===== src/rtl/frac_ctl_pkg.sv =====
package frac_ctl_pkg;

    localparam int REG_W      = 16;
    localparam int POS_PERIOD = 1;
    localparam int POS_EDGE_A = 2;
    localparam int POS_EDGE_B = 4;
    localparam int POS_PWR    = 8;

    typedef struct packed {
        logic edge_b;
        logic edge_a;
        logic period;
    } frac_en_t;

    localparam frac_en_t EN_OFF = '{edge_b: 1'b0, edge_a: 1'b0, period: 1'b0};

    function automatic frac_en_t unpack_en(input logic [REG_W-1:0] word);
        frac_en_t e;
        e.period = word[POS_PERIOD];
        e.edge_a = word[POS_EDGE_A];
        e.edge_b = word[POS_EDGE_B];
        return e;
    endfunction

    function automatic logic [REG_W-1:0] pack_image(input frac_en_t e, input logic pwr);
        logic [REG_W-1:0] w;
        w             = '0;
        w[POS_PERIOD] = e.period;
        w[POS_EDGE_A] = e.edge_a;
        w[POS_EDGE_B] = e.edge_b;
        w[POS_PWR]    = pwr;
        return w;
    endfunction

    function automatic logic [REG_W-1:0] used_mask();
        logic [REG_W-1:0] m;
        m             = '0;
        m[POS_PERIOD] = 1'b1;
        m[POS_EDGE_A] = 1'b1;
        m[POS_EDGE_B] = 1'b1;
        m[POS_PWR]    = 1'b1;
        return m;
    endfunction

endpackage


===== src/rtl/frac_stage_reg.sv =====
module frac_stage_reg
    import frac_ctl_pkg::*;
(
    input  logic             clk,
    input  logic             rst,
    input  logic             wr_en,
    input  logic [REG_W-1:0] wr_data,
    input  logic             load_armed,
    output frac_en_t         stage_en,
    output logic             pwr_up
);

    always_ff @(posedge clk) begin
        if (rst) begin
            stage_en <= EN_OFF;
            pwr_up   <= 1'b0;
        end else if (wr_en) begin
            pwr_up <= wr_data[POS_PWR];
            if (!load_armed) begin
                stage_en <= unpack_en(wr_data);
            end
        end
    end

    // staged enables cannot move while a transfer is armed
    assert_locked_R4: assert property (@(posedge clk) disable iff (rst)
        load_armed |=> $stable(stage_en));

    // power-up bit follows every write regardless of arming
    assert_pwr_write_R9: assert property (@(posedge clk) disable iff (rst)
        wr_en |=> pwr_up == $past(wr_data[POS_PWR]));

endmodule


===== src/rtl/frac_live_reg.sv =====
module frac_live_reg
    import frac_ctl_pkg::*;
(
    input  logic     clk,
    input  logic     rst,
    input  frac_en_t stage_en,
    input  logic     load_armed,
    input  logic     load_cycle,
    input  logic     imm_load,
    output frac_en_t live_en
);

    logic do_xfer;

    always_comb begin
        do_xfer = imm_load | (load_armed & load_cycle);
    end

    always_ff @(posedge clk) begin
        if (rst) begin
            live_en <= EN_OFF;
        end else if (do_xfer) begin
            live_en <= stage_en;
        end
    end

    // an armed load-cycle edge applies the whole staged word
    assert_xfer_R6: assert property (@(posedge clk) disable iff (rst)
        (load_armed && load_cycle) |=> live_en == $past(stage_en));

    // no armed strobe and no immediate mode means the live word holds
    assert_hold_R7: assert property (@(posedge clk) disable iff (rst)
        (!imm_load && !(load_armed && load_cycle)) |=> $stable(live_en));

    // immediate mode copies the staged word on the following edge
    assert_imm_R8: assert property (@(posedge clk) disable iff (rst)
        imm_load |=> live_en == $past(stage_en));

endmodule


===== src/rtl/frac_pwr_merge.sv =====
module frac_pwr_merge #(
    parameter int N_PEERS = 3
) (
    input  logic               local_up,
    input  logic [N_PEERS-1:0] peer_up,
    output logic               pwr_down
);

    localparam int N_ALL = N_PEERS + 1;

    logic [N_ALL-1:0] all_up;

    generate
        if (N_PEERS > 0) begin : g_peers
            always_comb all_up = {peer_up, local_up};
        end else begin : g_solo
            always_comb all_up = local_up;
        end
    endgenerate

    always_comb begin
        pwr_down = (all_up == '0);
    end

endmodule


===== src/rtl/frac_ctl_reg.sv =====
module frac_ctl_reg
    import frac_ctl_pkg::*;
#(
    parameter int N_PEERS = 3
) (
    input  logic               clk,
    input  logic               rst,
    input  logic               wr_en,
    input  logic [REG_W-1:0]   wr_data,
    output logic [REG_W-1:0]   rd_data,
    input  logic               load_armed,
    input  logic               load_cycle,
    input  logic               imm_load,
    input  logic [N_PEERS-1:0] peer_pwr_up,
    output logic               act_period_en,
    output logic               act_edge_a_en,
    output logic               act_edge_b_en,
    output logic               frac_pwr_down
);

    localparam logic [REG_W-1:0] RSV_MASK = ~used_mask();

    frac_en_t stage_en;
    frac_en_t live_en;
    logic     pwr_up;

    frac_stage_reg u_stage (
        .clk        (clk),
        .rst        (rst),
        .wr_en      (wr_en),
        .wr_data    (wr_data),
        .load_armed (load_armed),
        .stage_en   (stage_en),
        .pwr_up     (pwr_up)
    );

    frac_live_reg u_live (
        .clk        (clk),
        .rst        (rst),
        .stage_en   (stage_en),
        .load_armed (load_armed),
        .load_cycle (load_cycle),
        .imm_load   (imm_load),
        .live_en    (live_en)
    );

    frac_pwr_merge #(.N_PEERS(N_PEERS)) u_pwr (
        .local_up (pwr_up),
        .peer_up  (peer_pwr_up),
        .pwr_down (frac_pwr_down)
    );

    // the read image is built from the staged copy, never the live one
    always_comb begin
        rd_data = pack_image(stage_en, pwr_up);
    end

    // live enables map one-to-one onto the feature selects
    always_comb begin
        act_period_en = live_en.period;
        act_edge_a_en = live_en.edge_a;
        act_edge_b_en = live_en.edge_b;
    end

    // reserved positions of the read image stay zero
    always_comb begin
        if (!rst) begin
            assert_rsv_zero_R3: assert ((rd_data & RSV_MASK) == '0);
        end
    end

    // a locally powered delay line is never reported as powered down
    assert_pwr_keep_R10: assert property (@(posedge clk) disable iff (rst)
        rd_data[POS_PWR] |-> !frac_pwr_down);

endmodule


===== config.mk =====
export PLATFORM = sky130hd
export DESIGN_NAME = frac_ctl_reg
export DESIGN_NICKNAME = d
export VERILOG_FILES = /design/src/rtl/frac_ctl_pkg.sv /design/src/rtl/frac_stage_reg.sv /design/src/rtl/frac_live_reg.sv /design/src/rtl/frac_pwr_merge.sv /design/src/rtl/frac_ctl_reg.sv
export SDC_FILE = /design/constraint.sdc
export NUM_CORES = 1
export LEC_CHECK = 0
export ABC_AREA = 1
export ABC_CLOCK_PERIOD_IN_PS = 800
export CORE_UTILIZATION = 24
export CTS_CLUSTER_SIZE = 10
export DETAILED_ROUTE_END_ITERATION = 8
export HOLD_SLACK_MARGIN = 0.06
export PLACE_DENSITY = 0.86
export SLEW_MARGIN = 0
export SYNTH_ARGS = -nofsm -noshare
export SYNTH_HDL_FRONTEND = slang
export SYNTH_SLANG_ARGS = --single-unit

===== constraint.sdc =====
create_clock -name clk -period 0.8 [get_ports clk]
set_clock_uncertainty 0.1 [all_clocks]
set_input_delay 0.12 -clock clk [delete_from_list [all_inputs] [get_ports clk]]
set_output_delay 0.12 -clock clk [all_outputs]
set_load 0.03 [all_outputs]

==> metrics.md <==
| Metric | Value |
|---|---|
| Vias in the first global route | 419 |
| Pre-CTS setup slack | -0.397 ns |
| Die ar. | about 1900 sq um |
| CTS max path bufs | 2 |
| Crit path from | u_stage.pwr_up$_SDFFE_PP0P_ |
| R2r startpoint | u_stage.pwr_up$_SDFFE_PP0P_ |
| Crit Path Category | reg -> out |
| Max-cap violations | 0 |
| CTS Sinks | 7 |
| Clock latency on the worst-skew pair | between 0.2 and 0.3 ns |
| Via count | ~430 |
| Number of antenna diodes | 0 |
| Hold Crit Start | imm_load |
| Largest net degree at the start of global routing | 8 |
| Nets | around 120 |
| Routed Antenna Nets | 0 |
| Share of layout cells above drive strength 1 | about half |
| Area delta synth->final | 81.5% |
| Core region area | 1560 sq um |
| R2r setup slk | -0.23 ns |
| Residual DRC count | 4 |
| VDD IR max | approximately 690 uV |
| Register area share after synthesis | between 30% and 40% |
| Combinational Power Share | between 30% and 40% |
| Cell row count | 14 |
| 1st-iter DRT viols | 8 |
| Ys Warns | 0 |
| Initial Util | 26.5% |
| Status | finished with violations |
| Buf+Inv Stages, Crit Path | 1 |
| GRT Util Overall | approximately an eighth |
| Worst-path cell chain | nor2_1 > nor3b_4 > buf_6 |
| Synth area leader | dfxtp_1 |
| Initial antenna violation count | 0 |
| Top-area cell type share of the netlist area | approximately a third |
| Slew Limit Fails | 0 |
| Kind of cell adding the most delay to the critical path | flip-flops |
| LEAKAGE | ~0.00037 uW |
| Post-DP HPWL | a little over 700 um |
| Die Span X | ~43 um |
| Clk pwr share | 28.9% |
| Pint | approximately 750 uW |
| Final worst path period share | 153% |
| Worst path arrival time | ~1 ns |
| CTS Buf Count | 3 |
| Peak fanout along the critical path | 2 |
| NetSw | slightly below 400 uW |
| Post-route design area | 749 sq um |
| RSZ-0062 raised after global routing | yes |
| Tot Pwr | 1130 uW |
| Slowest stage delay, CP | ~0.32 ns |
| CTS tree | built |
| Vias per inst | about 4.1 |
| Crit start category | flop |
| Routability congestion estimate | 0.755 |
| Hold violation total from the final report | 0 |
| Root Buffer | clkbuf_4 |
| Yosys reg bits | 7 |
| Critical Path RT | between 0.5 and 0.6 ns |
| I/O pin count | 45 |
| Top cells by area, synth | dfxtp_1 34%, buf_4 24%, nor2_1 11% |
| Worst-path clk slew | 0.05 ns |
| Cell count after synthesis | between 50 and 60 |
| Slowest stage cell, crit path | dfxtp_2 |
| First-pass GRT wire length | 1650 um |
| Reg power frac | a little over a third |
| H-tree Lvls | 1 |
| Failing checks | DRC, setup timing |
| Hold crit path type | in -> reg |
| Syn avg cell area | around 7.0 sq um |
| TritonRoute pass-1 iters | 6 |
| Power density cells | between 1500 and 2000 nW/um^2 |
| Unique masters post-synth | 14 |
| Dpl cell area | slightly below 600 sq um |
| Fin worst setup slack | -0.426 ns |
| Final wirelength | 1090 um |
| Syn Std Cell Area | about 410 sq um |
| Switching share of power | around a third |
| Tmin final | about 1.2 ns |
| # port buffers | 20 |
| WL/cell | about 10 um |
| Fmax | between 800 and 900 MHz |
| Grt total ovfl | 0 |
| Setup-failing EPs final | 11 |
| Die height | 43.5 um |
| Crit. End Element | output pin |
## metrics by stage
stage	instances	setup TNS [ns]	hold WS, ns	util (%)
3_5_place_dp	94	-2.96	0.387	37.4
2_1_floorplan	70	-0.145	0.154	-
3_3_place_gp	94	-2.77	0.376	37.4
5_1_grt	105	-2.29	0.155	48.1
4_1_cts	104	-1.78	0.269	45.7
6_report	105	-1.89	0.130	48.1
## cell usage in the layout (no fill, tap or decap)
master           instances
conb_1                  12
buf_6                   12
nor2_1                   8
clkdlybuf4s50_1          8
dfxtp_2                  7
nand2_1                  6
inv_2                    5
buf_4                    4
nor2_2                   3
nand3b_1                 3
nand3_2                  3
clkbuf_4                 3
dlygate4sd2_1            3
nor2_4                   2
inv_1                    2
a21oi_1                  2
nor3b_4                  1
nand2_2                  1
a21oi_2                  1
o21ai_2                  1
clkbuf_1                 1
dlymetal6s2s_1           1
## logic make-up after synthesis
family	Yosys count	share of synthesized area, %
compound gates	4	4.85
buf+inv	20	30.0
flops	7	33.9
other cells	1	0.908
simple gates	27	30.3
## per-layer routing
metal  global-route usage, %  up-vias  wire (um)
met2                    22.4       23        617
met3                    7.08        4         95
met5                       0        -          0
li1                        -      214          -
met4                    7.50        0         23
met1                    10.2      188        353
## path summary, 6_finish.rpt
check,cells past startpoint,endpoint
max,3,frac_pwr_down
min,4,u_live.live_en[0]$_SDFFE_PP0P_
max reg2reg,5,u_stage.pwr_up$_SDFFE_PP0P_
min reg2reg,3,u_stage.stage_en[2]$_SDFFE_PP0P_
## flip-flops by register name, summed over array words and instances (netlist names)
name	flops
u_live.live_en	3
u_stage.stage_en	3
u_stage.pwr_up	1
## synthesized netlist by cell type
cell,instances
dfxtp_1,7
buf_4,13
nand3b_1,3
nor2_2,1
a21oi_1,3
inv_2,1
nor2_1,12
nand2_2,1
inv_1,6
nand2_1,6
nor3b_1,1
conb_1,1
nand3_1,3
o21ai_0,1
## tightest hold or removal path: cells and delay by family
family	cells	cell delay [ns]
buf+inv	2	0.17
compound gates	1	0.12
simple gates	1	0.04
## layout make-up
type | instances | area (sq um)
Fill cell | 156 | 810
Sequential cell | 7 | 149
Inverter | 7 | 26.3
Timing Repair Buffer | 28 | 284
Clock buffer | 4 | 26.3
Multi-Input combinational cell | 43 | 244
Tap cell | 16 | 20.0
## power by group through the flow
stage / Sequential [uW] / Combinational, uW / Clock [uW]
5_1_grt: 398 / 435 / 363
2_1_floorplan: 439 / 205 / 0
4_1_cts: 395 / 383 / 335
3_3_place_gp: 399 / 313 / 0
3_5_place_dp: 401 / 317 / 0
6_report: 396 / 408 / 327
## what timing repair did
action | 4_1_cts | 5_1_grt
endpoints found under the hold margin | 0 | 0
hold buffers | 0 | 0
buffers inserted | 6 | 2
setup endpoints to repair | 15 | 15
pin swaps | 5 | 7
gates resized for setup | 24 | 10
(Power assumes the default switching activity.)
